**src/rtl/ext_bus_pkg.sv**
```systemverilog
// Shared types for the external SRAM bus controller.
// Assumes one outstanding request at a time; the CPU holds its request until ready.
package ext_bus_pkg;

    typedef enum logic [2:0] {
        ST_IDLE = 3'd0,
        ST_ADDR = 3'd1,
        ST_STRB = 3'd2,
        ST_HOLD = 3'd3,
        ST_DONE = 3'd4
    } bus_state_t;

    // Timing plan of one access: extra strobe cycles and optional hold cycle.
    typedef struct packed {
        logic [1:0] extra;
        logic       hold;
    } wait_plan_t;

    // Expand a 2-bit wait code into a timing plan.
    function automatic wait_plan_t plan_of(input logic [1:0] code);
        wait_plan_t p;
        p.hold  = (code == 2'd3);
        p.extra = (code == 2'd0) ? 2'd0 : (code == 2'd1) ? 2'd1 : 2'd2;
        return p;
    endfunction

endpackage

```
**src/rtl/ext_region_decode.sv**
```systemverilog
// Region decoder: decides whether an address is external and which page
// wait code applies. The boundary is lim × 2^(ADDR_W-LIM_W); lim = 0 means
// one page that uses the upper setting. Purely combinational.
module ext_region_decode
    import ext_bus_pkg::*;
#(
    parameter int          ADDR_W   = 16,
    parameter int          LIM_W    = 3,
    parameter int          WS_W     = 2,
    parameter logic [15:0] EXT_BASE = 16'h0460
) (
    input  logic [ADDR_W-1:0] addr,
    input  logic              ext_en,
    input  logic [LIM_W-1:0]  lim,
    input  logic [WS_W-1:0]   ws_lo,
    input  logic [WS_W-1:0]   ws_hi,
    output logic              hit,
    output wait_plan_t        plan
);
    localparam int PAGE_SHIFT = ADDR_W - LIM_W;

    logic upper;

    // External hit and page choice.
    always_comb begin
        hit   = ext_en && (addr >= ADDR_W'(EXT_BASE));
        upper = (lim == '0) || (addr[ADDR_W-1:PAGE_SHIFT] >= lim);
        plan  = plan_of(upper ? ws_hi : ws_lo);
    end
endmodule

```
**src/rtl/ext_bus_seq.sv**
```systemverilog
// Access sequencer: walks idle -> address -> strobe (1+extra) -> hold? -> done.
// Captures the timing plan at start so configuration changes mid-access
// have no effect. Ready is combinational from state and request.
module ext_bus_seq
    import ext_bus_pkg::*;
#(
    parameter int CNT_W = 2
) (
    input  logic       clk,
    input  logic       rst_n,
    input  logic       req_valid,
    input  logic       hit,
    input  wait_plan_t plan_in,
    output bus_state_t state,
    output logic       start,
    output logic       last_strobe,
    output logic       req_ready,
    output logic       busy
);
    wait_plan_t       plan_q;
    logic [CNT_W-1:0] cnt;

    // Start and strobe-end decode.
    always_comb begin
        start       = (state == ST_IDLE) && req_valid && hit;
        last_strobe = (state == ST_STRB) && (cnt == CNT_W'(plan_q.extra));
        req_ready   = (state == ST_DONE) || ((state == ST_IDLE) && !(req_valid && hit));
        busy        = (state != ST_IDLE);
    end

    // State, wait counter and captured plan.
    always_ff @(posedge clk) begin
        if (!rst_n) begin
            state  <= ST_IDLE;
            cnt    <= '0;
            plan_q <= '0;
        end else begin
            case (state)
                ST_IDLE: if (start) begin
                    state  <= ST_ADDR;
                    plan_q <= plan_in;
                    cnt    <= '0;
                end
                ST_ADDR: begin
                    state <= ST_STRB;
                    cnt   <= '0;
                end
                ST_STRB: begin
                    if (last_strobe) state <= plan_q.hold ? ST_HOLD : ST_DONE;
                    else             cnt   <= cnt + 1'b1;
                end
                ST_HOLD: state <= ST_DONE;
                default: state <= ST_IDLE;
            endcase
        end
    end
endmodule

```
**src/rtl/ext_pin_drive.sv**
```systemverilog
// Pin driver: latches address and write data at access start and keeps the
// pins steady until the next access. Strobes and ALE decode from the
// registered state, so they are glitch-free. Samples read data on the last
// strobe cycle.
module ext_pin_drive
    import ext_bus_pkg::*;
#(
    parameter int ADDR_W = 16,
    parameter int DATA_W = 8
) (
    input  logic                     clk,
    input  logic                     rst_n,
    input  bus_state_t               state,
    input  logic                     start,
    input  logic                     last_strobe,
    input  logic [ADDR_W-1:0]        req_addr,
    input  logic                     req_we,
    input  logic [DATA_W-1:0]        req_wdata,
    input  logic [DATA_W-1:0]        ad_in,
    output logic [ADDR_W-DATA_W-1:0] a_hi,
    output logic [DATA_W-1:0]        ad_out,
    output logic                     ad_oe,
    output logic                     ale,
    output logic                     rd_n,
    output logic                     wr_n,
    output logic [DATA_W-1:0]        rdata
);
    logic              we_q;
    logic [DATA_W-1:0] wdata_q;

    // Address, direction and data latches.
    always_ff @(posedge clk) begin
        if (!rst_n) begin
            a_hi    <= '0;
            ad_out  <= '0;
            we_q    <= 1'b0;
            wdata_q <= '0;
            rdata   <= '0;
        end else begin
            if (start) begin
                a_hi    <= req_addr[ADDR_W-1:DATA_W];
                ad_out  <= req_addr[DATA_W-1:0];
                we_q    <= req_we;
                wdata_q <= req_wdata;
            end
            if ((state == ST_ADDR) && we_q) ad_out <= wdata_q;
            if (last_strobe && !we_q)        rdata  <= ad_in;
        end
    end

    // Strobe, latch-enable and bus-direction decode.
    always_comb begin
        ale   = (state == ST_ADDR);
        rd_n  = !((state == ST_STRB) && !we_q);
        wr_n  = !((state == ST_STRB) && we_q);
        ad_oe = (state == ST_ADDR) || (we_q && ((state == ST_STRB) || (state == ST_HOLD)));
    end
endmodule

```
**src/rtl/ext_sram_ctrl.sv**
```systemverilog
// Top of the external SRAM bus controller: region decode, access sequencer
// and pin driver. Assumes the CPU keeps its request stable until req_ready.
module ext_sram_ctrl
    import ext_bus_pkg::*;
#(
    parameter int          ADDR_W   = 16,
    parameter int          DATA_W   = 8,
    parameter int          LIM_W    = 3,
    parameter int          WS_W     = 2,
    parameter logic [15:0] EXT_BASE = 16'h0460
) (
    input  logic                     clk,
    input  logic                     rst_n,
    input  logic                     ext_en,
    input  logic [LIM_W-1:0]         lim_code,
    input  logic [WS_W-1:0]          ws_lo,
    input  logic [WS_W-1:0]          ws_hi,
    input  logic                     req_valid,
    input  logic [ADDR_W-1:0]        req_addr,
    input  logic                     req_we,
    input  logic [DATA_W-1:0]        req_wdata,
    output logic                     req_ready,
    output logic [DATA_W-1:0]        rsp_rdata,
    output logic                     bus_own,
    input  logic [DATA_W-1:0]        ad_in,
    output logic [DATA_W-1:0]        ad_out,
    output logic                     ad_oe,
    output logic [ADDR_W-DATA_W-1:0] a_hi,
    output logic                     ale,
    output logic                     rd_n,
    output logic                     wr_n
);
    logic       hit, start, last_strobe, busy;
    wait_plan_t plan;
    bus_state_t state;

    // Pin ownership follows the enable.
    always_comb bus_own = ext_en;

    ext_region_decode #(
        .ADDR_W(ADDR_W), .LIM_W(LIM_W), .WS_W(WS_W), .EXT_BASE(EXT_BASE)
    ) u_dec (
        .addr(req_addr), .ext_en(ext_en), .lim(lim_code),
        .ws_lo(ws_lo), .ws_hi(ws_hi), .hit(hit), .plan(plan)
    );

    ext_bus_seq #(.CNT_W(2)) u_seq (
        .clk(clk), .rst_n(rst_n), .req_valid(req_valid), .hit(hit),
        .plan_in(plan), .state(state), .start(start),
        .last_strobe(last_strobe), .req_ready(req_ready), .busy(busy)
    );

    ext_pin_drive #(.ADDR_W(ADDR_W), .DATA_W(DATA_W)) u_pins (
        .clk(clk), .rst_n(rst_n), .state(state), .start(start),
        .last_strobe(last_strobe), .req_addr(req_addr), .req_we(req_we),
        .req_wdata(req_wdata), .ad_in(ad_in), .a_hi(a_hi), .ad_out(ad_out),
        .ad_oe(ad_oe), .ale(ale), .rd_n(rd_n), .wr_n(wr_n), .rdata(rsp_rdata)
    );
endmodule

```
**config.mk**
```make
export PLATFORM = sky130hd
export DESIGN_NAME = ext_sram_ctrl
export DESIGN_NICKNAME = d
export VERILOG_FILES = /design/src/rtl/ext_bus_pkg.sv /design/src/rtl/ext_region_decode.sv /design/src/rtl/ext_bus_seq.sv /design/src/rtl/ext_pin_drive.sv /design/src/rtl/ext_sram_ctrl.sv
export SDC_FILE = /design/constraint.sdc
export NUM_CORES = 1
export LEC_CHECK = 0
export BUFFER_PORTS_ARGS = -buffer_cell sky130_fd_sc_hd__clkbuf_2
export CELL_PAD_IN_SITES_DETAIL_PLACEMENT = 1
export CELL_PAD_IN_SITES_GLOBAL_PLACEMENT = 2
export CORE_MARGIN = 2
export CORE_UTILIZATION = 27
export DETAILED_ROUTE_END_ITERATION = 10
export PLACE_DENSITY = 0.87
export SLEW_MARGIN = 20
export SYNTH_ARGS = -nofsm -noshare
export SYNTH_HDL_FRONTEND = slang
export SYNTH_SLANG_ARGS = --single-unit
```
**constraint.sdc**
```tcl
create_clock -name clk -period 2.1 [get_ports clk]
set_input_delay 0.42 -clock clk [delete_from_list [all_inputs] [get_ports clk]]
set_output_delay 0.42 -clock clk [all_outputs]
set_load 0.1 [all_outputs]
```
==> results.md <==
* Outcome: completed
* Leakage power at 1.09 nW
* Peak supply drop at 0.289 mV
* Die height at 88.7 microns
* Die W at 88.7 microns
* CTS tree: done
* CTS H-Tree Depth at 2
* Row count at 30
* Post-DP Area at 2450 sq um
* M2 GR Usage at 25.6%
* Vias at 1928
* Post_cts resized at 0
* Register area at 821 sq um
* Initial DRC Count at 66
* CP arrival at 1.64 ns
* YS warnings at 0
* RSZ-0062 raised after global routing: false
* GR Layer Usage met1 at 20.0%
* Pre-antenna DRT Iters at 4
* Clock root cell: clkbuf_8
* Initial antenna violation count at 0
* Reg2reg start: u_seq.state[2]
* Hold Path Cell Cnt at 3
* Post-layout min period at 2.06 ns
* Cells on worst reg2reg path at 6
* Final Max Slew Viols at 0
* Remaining antenna violation count at 0
* # DRC at 0
* Seq pwr share at 45.1%
* Fin Clk Skew at 0.00892 ns
* Worst Hold Path EP: u_pins.wdata_q[4]
* Final wirelength at 5690 microns
* Reg2Reg Setup Slack at 0.38 ns
* Clock Power Share at 30.4%
* Worst-margin pin slew at 0.569 ns
* Post-route cell area at 2550 sq um
* Layout cells sized above 1 at 33.9%
* Crit Path Category: in -> out
* Final Cycle Share at 98.3%
* Crit-path max FO at 2
* Max Buffers Root-to-Sink at 2
* CP required at 1.68 ns
* Initial Utilization at 28.2%
* Worst-path clk slew at 0.08 ns
* Sequential area share after synthesis at 42.4%
* Async SR Flop Fraction at 0%
* Hold_buf cts at 0
* Syn_area_per_cell at 8.45 sq um
* Int Pwr at 0.00124 W
* Most frequent cells in the layout: clkbuf_2 (68), dfxtp_1 (41), o21ai_0 (35), nand3_1 (26), a21oi_1 (24)
* CTS buffer count at 5
* Routed wire per std cell at 14.3 microns
* Port Buf Inserts at 73
* Mapped cell area at 1940 sq um
* Total grt overflow at 0
* Core area at 6870 sq um
* Setup-failing EPs final at 0
* Synth Flop Type: dfxtp_1
* GR Util All Layers at 15.5%
* TNS Setup at 0 ns
* Final hold violations at 0
* Max_cap viols at 0
* Ant diodes at 0
* Type of origin of the critical path: input pin
* Most common cell after layout, fill and taps aside: clkbuf_2
* Reg-to-reg endpoint: u_seq.plan_q[0]
* Via density at 4.86
* Hold path start: req_wdata[4]
* Busiest layer in global routing: met2
* Largest net degree at the start of global routing at 29
* Hold slack at 0.353 ns
* Syn-to-layout area delta at 31.9%
* Later-pin clock latency in the skew report at 0.30 ns
* Fmax achieved at 485 MHz
* CTS Sinks at 41
* Final net count at 347
* Io pins at 74
* EDFF count, synth at 0
* NetSw at 0.000614 W
* Combinational power share at 24.4%
* Cell variety after synth at 36
* Worst Setup End Kind: output pin
* Full die area at 7860 sq um
* Slew HR at 62.3%
* Post-DP HPWL at 4230 microns
* First-pass GRT wire length at 9600 microns
* Footprint of the multi-input gates at 1010 sq um
* Filler cells at 862
* Setup bufs post-CTS at 0
* Power density over the cells at 727 nW/um^2
* Post-synthesis cell count at 229
* Seq cells post-synth at 41
* Hold Crit Class: in -> reg
* Met3 Track Usage GR at 4.48%
* Vias in the first global route at 2044
* Post-synth net total at 276
* Sw Ratio at 33.1%
* Gp weighted congestion at 0.757
==> state kept, by name (all words and copies together), names as in the netlist <==
register / count
u_pins.rdata: 8
u_pins.ad_out: 8
u_seq.cnt: 2
u_seq.state: 3
u_pins.we_q: 1
u_pins.wdata_q: 8
u_pins.a_hi: 8
u_seq.plan_q: 3
==> critical path, cell delays in order <==
cell	delay [ns]
clkbuf_2	0.09
or4_4	0.54
a211oi_2	0.24
o31a_4	0.18
buf_12	0.17
==> Yosys cell counts, types with 2 or more instances <==
cell | number | share of area, %
nand3b_1 | 2 | 0.78
nor2_1 | 11 | 2.1
a211oi_2 | 2 | 1.3
dfxtp_1 | 41 | 42
nor2b_1 | 3 | 0.97
nand2b_1 | 6 | 1.9
buf_2 | 6 | 1.6
ha_1 | 3 | 1.9
nand2_1 | 6 | 1.2
a311oi_1 | 3 | 1.4
mux2i_1 | 9 | 4.7
buf_6 | 3 | 1.7
buf_4 | 2 | 0.78
nand3_1 | 26 | 6.7
a21oi_1 | 25 | 6.5
inv_1 | 5 | 0.97
nor3_1 | 3 | 0.78
o21ai_0 | 35 | 9.0
or3b_2 | 2 | 0.91
a31oi_1 | 8 | 2.6
clkbuf_1 | 9 | 1.7
xnor2_1 | 2 | 0.91
nor3b_1 | 4 | 1.6
==> power by group through the flow <==
stage / Clock (W) / Combinational (W) / Sequential, W
after detailed placement: 0 / 0.000456 / 0.000856
after floorplan: 0 / 0.000189 / 0.000992
after CTS: 0.000585 / 0.000457 / 0.000838
after global placement: 0 / 0.000449 / 0.000855
final: 0.000565 / 0.000453 / 0.000838
after global routing: 0.000623 / 0.000488 / 0.000843
==> cell families after synthesis <==
family / Yosys count / share of synthesized area (%)
compound gates: 83 / 25.0
xor+xnor: 2 / 0.905
fa+ha+maj: 3 / 1.94
buf+inv: 25 / 6.79
flops: 41 / 42.4
mux: 9 / 4.65
simple gates: 66 / 18.3
==> area by class of cell <==
| cell class | instances | share of cell area, % |
|---|---|---|
| Sequential cell | 41 | 32.1 |
| Inverter | 5 | 0.735 |
| Tap cell | 96 | 4.70 |
| Multi-Input combinational cell | 163 | 39.6 |
| Clock inverter | 1 | 0.196 |
| Clock buffer | 7 | 3.77 |
| Timing Repair Buffer | 84 | 18.8 |
==> through the flow <==
step	setup slack [ns]	util [%]	cells	power, W
6_report	0.0363	37.2	397	0.00186
5_1_grt	0.00229	37.2	397	0.00196
4_1_cts	0.0440	37.1	397	0.00188
3_5_place_dp	-0.0446	35.7	389	0.00131
3_3_place_gp	0.0307	35.7	389	0.00130
2_1_floorplan	-0.0184	-	229	0.00118
==> per-layer routing <==
layer	vias to the layer above	part of all wire (%)
li1	973	-
met1	880	45
met2	67	46
met3	8	7.7
met4	0	1.0
met5	-	0
==> worst max path at each step <==
stage | from | endpoint | slack [ns] | cells after the start
3_5_place_dp | req_addr[13] | u_seq.plan_q[1] | -0.04 | 7
5_1_grt | u_seq.state[0] | rd_n | 0.002 | 4
3_3_place_gp | req_addr[13] | u_seq.plan_q[1] | 0.03 | 7
2_1_floorplan | req_addr[11] | req_ready | -0.02 | 5
6_report | req_addr[11] | req_ready | 0.04 | 5
4_1_cts | req_addr[6] | req_ready | 0.04 | 5
Power figures use the tool's default switching activity.
